==> config.mk <==
export PLATFORM = sky130hd
export DESIGN_NAME = strap_pinmux
export DESIGN_NICKNAME = d
export VERILOG_FILES = /design/src/rtl/strap_pinmux.sv
export SDC_FILE = /design/constraint.sdc
export NUM_CORES = 1
export LEC_CHECK = 0
export BUFFER_PORTS_ARGS = -buffer_cell sky130_fd_sc_hd__clkbuf_2
export CAP_MARGIN = 20
export CORE_AREA = 2 2 74 76
export CTS_CLUSTER_DIAMETER = 100
export DETAILED_ROUTE_END_ITERATION = 10
export DIE_AREA = 0 0 76 78
export PLACE_DENSITY_LB_ADDON = 0.15
export SYNTH_ARGS = -nofsm -noshare
export SYNTH_HDL_FRONTEND = slang
export SYNTH_SLANG_ARGS = --single-unit
==> constraint.sdc <==
create_clock -name clk -period 2.7 [get_ports clk]
set_input_delay 0.54 -clock clk [delete_from_list [all_inputs] [get_ports clk]]
set_output_delay 0.54 -clock clk [all_outputs]
set_load 0.02 [all_outputs]
==> src/rtl/strap_pinmux.sv <==
module strap_pinmux #(
  parameter int NPINS    = 23,
  parameter int AWB      = 5,
  parameter int RA_W     = 4,
  parameter logic [RA_W-1:0] MUX_ADDR = '0
) (
  input  logic             clk,
  input  logic             rst_n,
  input  logic [1:0]       strap_boot,
  input  logic             strap_cop_self,
  input  logic             strap_bus16,
  input  logic [AWB-1:0]   strap_aw,
  input  logic             wr_en,
  input  logic [RA_W-1:0]  wr_addr,
  input  logic [AWB-1:0]   wr_data,
  input  logic [NPINS-1:0] emif_do,
  input  logic [NPINS-1:0] emif_oe,
  input  logic [NPINS-1:0] gpio_do,
  input  logic [NPINS-1:0] gpio_oe,
  output logic [3:0]       boot_sel,
  output logic             cop_self_boot,
  output logic             bus16,
  output logic [AWB-1:0]   aw_field,
  output logic [NPINS-1:0] addr_en,
  output logic [NPINS-1:0] pin_out,
  output logic [NPINS-1:0] pin_oe
);
  localparam int STB_A = 2;
  localparam int STB_B = 3;

  logic [1:0]     boot_q;
  logic           cop_q, bus_q;
  logic [AWB-1:0] aw_q;
  logic [31:0]    w_eff;

  always_ff @(posedge clk) begin
    if (!rst_n) begin
      boot_q <= strap_boot;
      cop_q  <= strap_cop_self;
      bus_q  <= strap_bus16;
      aw_q   <= strap_aw;
    end else if (wr_en && wr_addr == MUX_ADDR) begin
      aw_q   <= wr_data;
    end
  end

  assign boot_sel      = 4'b0001 << boot_q;
  assign cop_self_boot = cop_q;
  assign bus16         = bus_q;
  assign aw_field      = aw_q;
  assign w_eff = (32'(aw_q) > 32'(NPINS)) ? 32'(NPINS) : 32'(aw_q);

  always_comb begin
    for (int i = 0; i < NPINS; i++)
      addr_en[i] = (32'(i) < w_eff) || (i == STB_A) || (i == STB_B);
  end

  assign pin_out = (addr_en & emif_do) | (~addr_en & gpio_do);
  assign pin_oe  = (addr_en & emif_oe) | (~addr_en & gpio_oe);
endmodule


==> results.yml, run 1 <==
die:
  start_util: 0.2377
  die_area_um2: 5928
  ios: 193
  core_um2: 5042
  die_w_um: 76
  rows: 26
  die_h_um: 78
clocking:
  cts.sink_count: 9
  cts_max_level: 1
  cts_resized: 0
  post_cts_buffers: 0
  clk_pin_slew_ns: 0.04
  numCtsBuffers: 3
  hold_buffers: 0
  tritoncts: "yes"
  clockBufferDepth: 2
  root_buffer: "clkbuf_8"
hold_path:
  hold_depth: 1
  worst_hold_path_type: "input pin to flop"
  min_from: "strap_cop_self"
  min_to: "cop_self_boot"
grt:
  antenna_found_initial: 0
  grt_pass1_vias: 1494
  grt_use_met2: 0.2857
  grt_pass1_wl_mm: 6.989
  grt-ovfl-total: 0
  use_met3: 0.03372
  track_usage: 0.1404
  top_usage_layer: "met2"
  met1_usage: 0.1472
  grt_max_degree: 12
routing:
  drtAntennaViolNets: 0
  routed_wirelength_mm: 4.508
  num_vias: 1531
  drtPass1Iterations: 4
  first_iter_violations: 27
  via_per_inst: 4.138
  drc: 0
  wl_per_cell_um: 12.18
critical_path:
  worstSetupPathType: "flop to output port"
  path_max_fanout: 11
  critical_path_arrival_ns: 2.09
  cp-end-kind: "output port"
  required_ns: 2.16
  critPathLaunchType: "flop"
final_layout:
  num_antenna_cells: 0
  postLayoutCoreUtil: 0.4280
  drive_above_1_share: 0.7800
  fin_nets: 414
  area_growth_pct: 80.06
sta:
  finalCriticalPeriod_ns: 2.627
  grt_setup_unrepaired: "yes"
  period_share: 0.9728
  fmax_mhz: 380.7
  worst_slack_ns: 0.07340
  hold_viol: 0
  max-slew-margin-rel: 0.6517
  report.final.slew_viol_count: 0
  tns_ns: 0
  worst_pin_slew_ns: 0.5180
  holdWs_ns: 0.4884
  setup_viol: 0
power_and_ir_drop:
  ir_drop_uv: 270.0
  p_leak_nw: 1.252
  cellPowerDensity_nw_per_um2: 406.5
synth:
  synth_edf_count: 9
  synth_adder_area_share: 0
  synth.avg_cell_area_um2: 9.364
  syn_area_um2: 1199
  synth.area.mux_share: 0.4353
  async_flop_share: 0
  synth_compound_area_frac: 0.07933
  synth_top_family_by_area: "multiplexers"
  synth-xor-area-share: 0
  synth_cells: 128
  yosysUniqueCellTypes: 27
  yosysWarnings: 0
  ys_seq_elements: 9
  ys_seq_area_frac: 0.2255
  synth_ff_type: "edfxtp_1"
  synthSimpleGateAreaFrac: 0.1169
place:
  io_buffers: 178
  finalWeightedCongestion: 0.6576
  dpl.hpwl_mm: 4.074
  pre_cts_slack_ns: 0.2972
status:
  status: "completed"
flow_run:
  cap_violations: 0
worst max-delay path by stage:
| stage | from | slack (ns) | endpoint | depth (start not counted) |
|---|---|---|---|---|
| after floorplan | aw_field[4] | 0.41 | pin_oe[0] | 5 |
| after global placement | aw_field[1] | 0.31 | pin_out[16] | 4 |
| after detailed placement | aw_field[1] | 0.30 | pin_out[16] | 4 |
| after CTS | aw_field[1] | 0.05 | pin_out[16] | 4 |
| after global routing | aw_field[1] | -0.05 | pin_out[16] | 4 |
| final | aw_field[1] | 0.07 | pin_out[16] | 4 |
synthesized netlist by cell type (2+ instances only):
master | n | area share
edfxtp_1 | 9 | 0.23
nand2_1 | 9 | 0.028
inv_1 | 18 | 0.056
nor2_1 | 5 | 0.016
o31ai_1 | 3 | 0.019
a31oi_1 | 3 | 0.016
mux2_4 | 4 | 0.050
mux2_2 | 41 | 0.39
buf_4 | 7 | 0.044
buf_6 | 2 | 0.019
o21ai_0 | 4 | 0.017
nor2b_1 | 2 | 0.010
and2_1 | 2 | 0.010
a21oi_1 | 2 | 0.0084
buf_2 | 2 | 0.0084
clkbuf_1 | 4 | 0.013
worst max-delay path, stage by stage (launching register included):
cell and delay, ns:
edfxtp_1 0.53, or2_1 0.32, o31ai_1 0.45, mux2_2 0.40, clkbuf_2 0.16
final cells by class:
class / count / area (µm²)
fill: 527 / 2884
timing repair buffer: 182 / 920.9
multi-input combinational: 87 / 767.0
sequential: 9 / 270.3
tap: 70 / 87.58
inverter: 18 / 67.56
clock buffer: 4 / 45.04
through the flow:
step / cell area (µm²) / cells / total power, mW
floorplan: 1202 / 129 / 0.5348
global placement: 2111 / 366 / 0.7315
detailed placement: 2111 / 366 / 0.7347
CTS: 2156 / 370 / 0.8889
global route: 2158 / 370 / 0.9349
finish: 2158 / 370 / 0.8773
report_power, final:
group	switching [mW]	internal (mW)	leakage (nW)
logic	0.300	0.232	1.14
clock network	0.0490	0.103	0.0228
registers	0.0232	0.170	0.0882
per-layer routing:
layer / vias up / wire length, µm / part of all wire
li1: 774 / - / -
met1: 666 / 1661 / 0.37
met2: 89 / 2412 / 0.54
met3: 2 / 421 / 0.093
met4: 0 / 12 / 0.0027
met5: - / 0 / 0
placed cells by master (no fill, tap or decap):
cell type  synthesis  layout
clkbuf_2           0     178
mux2_2            41      41
inv_1             18      18
nand2_1            9       9
edfxtp_1           9       9
nor2_1             5       4
o21ai_0            4       4
mux2_4             4       4
buf_4              7       4
a31oi_1            3       3
o31ai_1            3       3
clkbuf_8           0       3
nor2b_1            2       2
and2_1             2       2
a21oi_1            2       2
conb_1             1       2
o21a_1             1       1
a211o_1            1       1
or2_1              1       1
nor2_2             0       1
or2_2              1       1
a211oi_1           1       1
and3_1             1       1
nand2b_1           1       1
or4_4              1       1
nor2_8             1       1
nor4_1             1       1
clkbuf_1           4       1
kinds of logic after synthesis:
family | Yosys count
AOI/OAI and AO/OA | 15
muxes | 45
and+or+nand+nor | 25
DFF | 9
other | 1
buffers and inverters | 33
state kept, by name, summed over array words and instances, names as in the netlist:
signal and flops:
boot_q 2, aw_field 5, cop_self_boot 1, bus16 1
Power figures use the tool's default switching activity.
==> run 2: changes to the inputs <==
GPL_TIMING_DRIVEN = 0   (was not set)
PLACE_DENSITY = 0.7   (was not set)
PLACE_DENSITY_LB_ADDON = not set   (was 0.15)
==> run 2 against run 1 <==
Hold slack better by 0.0025 ns. Largest cell class unchanged. Combinational power is 8.1% higher. Design area is 4.6% higher. Sequential power is 7% lower. Clock-buffer cell count stayed put. Final cell count is 3.8% higher.
==> results.yml, run 2 (synthesized netlist as in run 1, its figures left out) <==
status:
  status: "completed"
routing:
  routed.top_layer: "met4"
  drtPass1Iterations: 5
  drc: 0
  first_iter_violations: 48
  wl_per_cell_um: 12.58
  met1_length_mm: 1.924
  routed_wirelength_mm: 4.830
  drtAntennaViolNets: 0
  via_per_inst: 4.156
  num_vias: 1596
  met3_length_um: 323
  wl_met2_mm: 2.549
clocking:
  post_cts_buffers: 0
  clk_pin_slew_ns: 0.04
  cts_resized: 2
  hold_buffers: 0
  cts_max_level: 1
  numCtsBuffers: 3
  cts.sink_count: 9
  root_buffer: "clkbuf_8"
  clockBufferDepth: 2
  tritoncts: "yes"
critical_path:
  critical_path_arrival_ns: 2.00
  path_buf_inv: 2
  critical-path-max-stage-delay_ns: 0.43
  cp_slowest_cell: "edfxtp_1"
  crit_chain: "clkbuf_1 -> and2_1 -> a31oi_1 -> mux2_2 -> clkbuf_2"
  critPathLaunchType: "flop"
  path_max_fanout: 10
  required_ns: 2.16
  cp-end-kind: "output port"
  path_delay_family: "flip-flops"
  worstSetupPathType: "flop to output port"
sta:
  period_share: 0.9396
  finalCriticalPeriod_ns: 2.537
  fmax_mhz: 394.2
  grt_setup_unrepaired: "no"
  worst_slack_ns: 0.1631
  setup_viol: 0
  hold_viol: 0
  tns_ns: 0
  report.final.slew_viol_count: 0
final_layout:
  drive_above_1_share: 0.7866
  largest_register_ffs: 5
  area_growth_pct: 88.41
  num_antenna_cells: 0
  fin_nets: 428
  fin_cells: 384
  layout_common_cells: "clkbuf_2, mux2_2, inv_1"
  final_common_cell: "clkbuf_2"
place:
  dpl.hpwl_mm: 4.316
  placed_cells: 380
  pre_cts_slack_ns: 0.2539
  io_buffers: 181
  finalWeightedCongestion: 0.7078
die:
  start_util: 0.2377
  rows: 26
  die_w_um: 76
  ios: 193
  core_um2: 5042
  die_h_um: 78
  die_area_um2: 5928
hold_path:
  worst_hold_path_type: "input pin to flop"
  min_to: "boot_q[1]"
  min_from: "strap_boot[1]"
  hold_depth: 1
power_and_ir_drop:
  ir_drop_uv: 307.9
  p_leak_nw: 1.306
  intPower_uw: 516.0
  switching_power_uw: 391.9
  p_sw_frac: 0.4317
  cellPowerDensity_nw_per_um2: 402.0
  power_frac_clock: 0.168
  power_frac_seq: 0.197
  comb_power_share: 0.635
grt:
  grt_max_degree: 11
  grt_pass1_vias: 1644
  track_usage: 0.1526
  grt_pass1_wl_mm: 7.521
  antenna_found_initial: 0
  grt-ovfl-total: 0
flow_run:
  cap_violations: 0
run 2: changes by cell type in the layout (fill, tap and decap cells not counted), sizes merged:
cell / delta
buf: +7
clkbuf: +7
run 2: cell type report:
cell class	count	area [µm²]
Multi-Input combinational cell	87	782.0
Fill cell	495	2784
Timing Repair Buffer	181	905.9
Inverter	18	67.56
Buffer	15	100.1
Tap cell	70	87.58
Sequential cell	9	270.3
Clock buffer	4	45.04
run 2: metal layers:
layer,track usage,vias to the layer above
li1,-,804
met5,0,-
met1,0.1807,699
met2,0.2920,87
met4,0.02182,0
met3,0.02791,6
run 2: how the worst max path moves through the flow:
stage	startpoint	end	slack, ns	cells past startpoint
after floorplan	aw_field[4]	pin_oe[0]	0.41	5
final	aw_field[2]	pin_oe[14]	0.16	5
after CTS	aw_field[4]	pin_oe[6]	0.07	6
after global placement	aw_field[1]	pin_out[16]	0.28	5
after global routing	aw_field[2]	pin_out[14]	0.04	5
after detailed placement	aw_field[1]	pin_oe[16]	0.25	5
run 2: power by group through the flow:
stage | clock network, mW | registers (mW) | logic (mW)
2_1_floorplan | 0 | 0.192 | 0.343
3_3_place_gp | 0 | 0.181 | 0.568
3_5_place_dp | 0 | 0.181 | 0.574
4_1_cts | 0.157 | 0.179 | 0.579
5_1_grt | 0.167 | 0.181 | 0.619
6_report | 0.152 | 0.179 | 0.576
run 2: metrics by stage:
step	power, mW	hold WS (ns)	area (µm²)	util
6_report	0.9079	0.4909	2258	0.4479
5_1_grt	0.9672	0.4772	2258	0.4479
4_1_cts	0.9151	0.4833	2251	0.4464
3_5_place_dp	0.7553	0.7192	2196	0.4355
3_3_place_gp	0.7486	0.7208	2196	0.4355
2_1_floorplan	0.5348	0.6389	1202	-
==> run 3: changes to the inputs <==
--- a/config.mk
+++ b/config.mk
@@ -10,8 +10,9 @@
 export CORE_AREA = 2 2 74 76
 export CTS_CLUSTER_DIAMETER = 100
+export CTS_CLUSTER_SIZE = 10
 export DETAILED_ROUTE_END_ITERATION = 10
 export DIE_AREA = 0 0 76 78
 export GPL_TIMING_DRIVEN = 0
-export PLACE_DENSITY = 0.7
+export PLACE_DENSITY = 0.66
 export SYNTH_ARGS = -nofsm -noshare
 export SYNTH_HDL_FRONTEND = slang
==> constraint.sdc (replaced) <==
create_clock -name clk -period 2.7 [get_ports clk]
set_input_delay 0.405 -clock clk [delete_from_list [all_inputs] [get_ports clk]]
set_output_delay 0.405 -clock clk [all_outputs]
set_load 0.02 [all_outputs]
==> run 3 against run 2 <==
Utilization shrank 0.22 points. Clock power hardly changed. Final cell count unchanged. Largest power group unchanged.
==> results.yml, run 3 (synthesized netlist as in run 1, its figures left out) <==
final_layout:
  area_growth_pct: 87.47
  fillCellCount: 520
  postLayoutCoreUtil: 0.4457
  layout_common_cells: "clkbuf_2, mux2_2, inv_1"
  num_antenna_cells: 0
  stdcell_area_um2: 2247
  final_common_cell: "clkbuf_2"
  largest_register_ffs: 5
  drive_above_1_share: 0.7803
  fin_nets: 428
sta:
  grt_setup_unrepaired: "no"
  holdWs_ns: 0.3514
  hold_viol: 0
  tns_ns: 0
  finalCriticalPeriod_ns: 2.557
  fmax_mhz: 391.1
  max-slew-margin-rel: 0.6220
  worst_slack_ns: 0.1432
  worst_pin_slew_ns: 0.5622
  period_share: 0.9470
  report.final.slew_viol_count: 0
  setup_viol: 0
clocking:
  root_buffer: "clkbuf_8"
  clockBufferDepth: 2
  clk_pin_slew_ns: 0.05
  hold_buffers: 0
  post_cts_buffers: 0
  cts.sink_count: 9
  cts_max_level: 1
  tritoncts: "yes"
  numCtsBuffers: 3
die:
  die_h_um: 78
  ios: 193
  rows: 26
  start_util: 0.2377
  die_area_um2: 5928
  die_w_um: 76
  core_um2: 5042
place:
  io_buffers: 181
  pre_cts_slack_ns: 0.3280
  dpl.hpwl_mm: 4.232
  finalWeightedCongestion: 0.7345
  placed_cell_area_um2: 2196
flow_run:
  cap_violations: 0
hold_path:
  min_from: "strap_bus16"
  worst_hold_path_type: "input pin to flop"
  min_to: "bus16"
  hold_depth: 1
grt:
  use_met3: 0.05000
  met1_usage: 0.1566
  grt-ovfl-total: 0
  antenna_found_initial: 0
  grt_use_met2: 0.2857
  grt_pass1_wl_mm: 7.383
  top_usage_layer: "met2"
  grt_max_degree: 11
  grt_pass1_vias: 1659
  track_usage: 0.1496
critical_path:
  required_ns: 2.30
  worstSetupPathType: "flop to output port"
  path_max_fanout: 10
  critical_path_arrival_ns: 2.15
  cp-end-kind: "output port"
  critPathLaunch: "aw_field[1]"
  critPathLaunchType: "flop"
routing:
  via_per_inst: 4.133
  first_iter_violations: 27
  drtAntennaViolNets: 0
  drtPass1Iterations: 3
  routed_wirelength_mm: 4.733
  drc: 0
  wl_per_cell_um: 12.33
  num_vias: 1587
power_and_ir_drop:
  p_leak_nw: 1.306
  cellPowerDensity_nw_per_um2: 401.1
  ir_drop_uv: 281.0
status:
  status: "completed"
-- run 3: cell count changes in the layout (fill, tap and decap cells not counted), sizes merged --
cell	delta
clkinv	+1
clkbuf	-1
-- run 3: critical path, stage by stage (launching register included) --
cell	delay (ns)
edfxtp_1	0.41
buf_4	0.20
or2_1	0.28
o31ai_1	0.49
mux2_2	0.40
clkbuf_2	0.15
-- run 3: cell type report --
| type | count | area [µm²] | share of cell area |
|---|---|---|---|
| Multi-Input combinational cell | 87 | 769.5 | 0.3424 |
| Tap cell | 70 | 87.58 | 0.03898 |
| Inverter | 18 | 67.56 | 0.03007 |
| Buffer | 15 | 100.1 | 0.04454 |
| Clock inverter | 1 | 5.005 | 0.002227 |
| Clock buffer | 3 | 41.29 | 0.01837 |
| Sequential cell | 9 | 270.3 | 0.1203 |
| Timing Repair Buffer | 181 | 905.9 | 0.4031 |
-- run 3: what timing repair did --
| action | in CTS | in global routing |
|---|---|---|
| setup endpoints to repair | 0 | 2 |
| gates resized for setup | 0 | 1 |
| hold endpoints to repair | 0 | 0 |
-- run 3: report_power, final --
group          total [mW]  switching [mW]  internal (mW)
Clock               0.154          0.0535          0.101
Combinational       0.568           0.326          0.242
Sequential          0.179         0.00983          0.170
Total               0.901           0.389          0.512
-- run 3: worst max-delay path by stage --
stage | to | slack, ns | depth (start not counted)
3_5_place_dp | pin_out[16] | 0.33 | 5
2_1_floorplan | pin_oe[0] | 0.54 | 5
4_1_cts | pin_out[16] | 0.06 | 5
6_report | pin_out[8] | 0.14 | 5
3_3_place_gp | pin_out[16] | 0.38 | 5
5_1_grt | pin_out[8] | 0.03 | 5
-- run 3: metrics by stage --
stage          power, mW  cells
2_1_floorplan     0.5348    129
3_3_place_gp      0.7473    380
3_5_place_dp      0.7530    380
4_1_cts           0.9124    384
5_1_grt           0.9589    384
6_report          0.9014    384
-- run 3: metal layers --
metal | vias to the layer above | routed length (µm)
li1 | 805 | -
met3 | 6 | 459
met2 | 96 | 2456
met4 | 0 | 38
met1 | 680 | 1778
met5 | - | 0
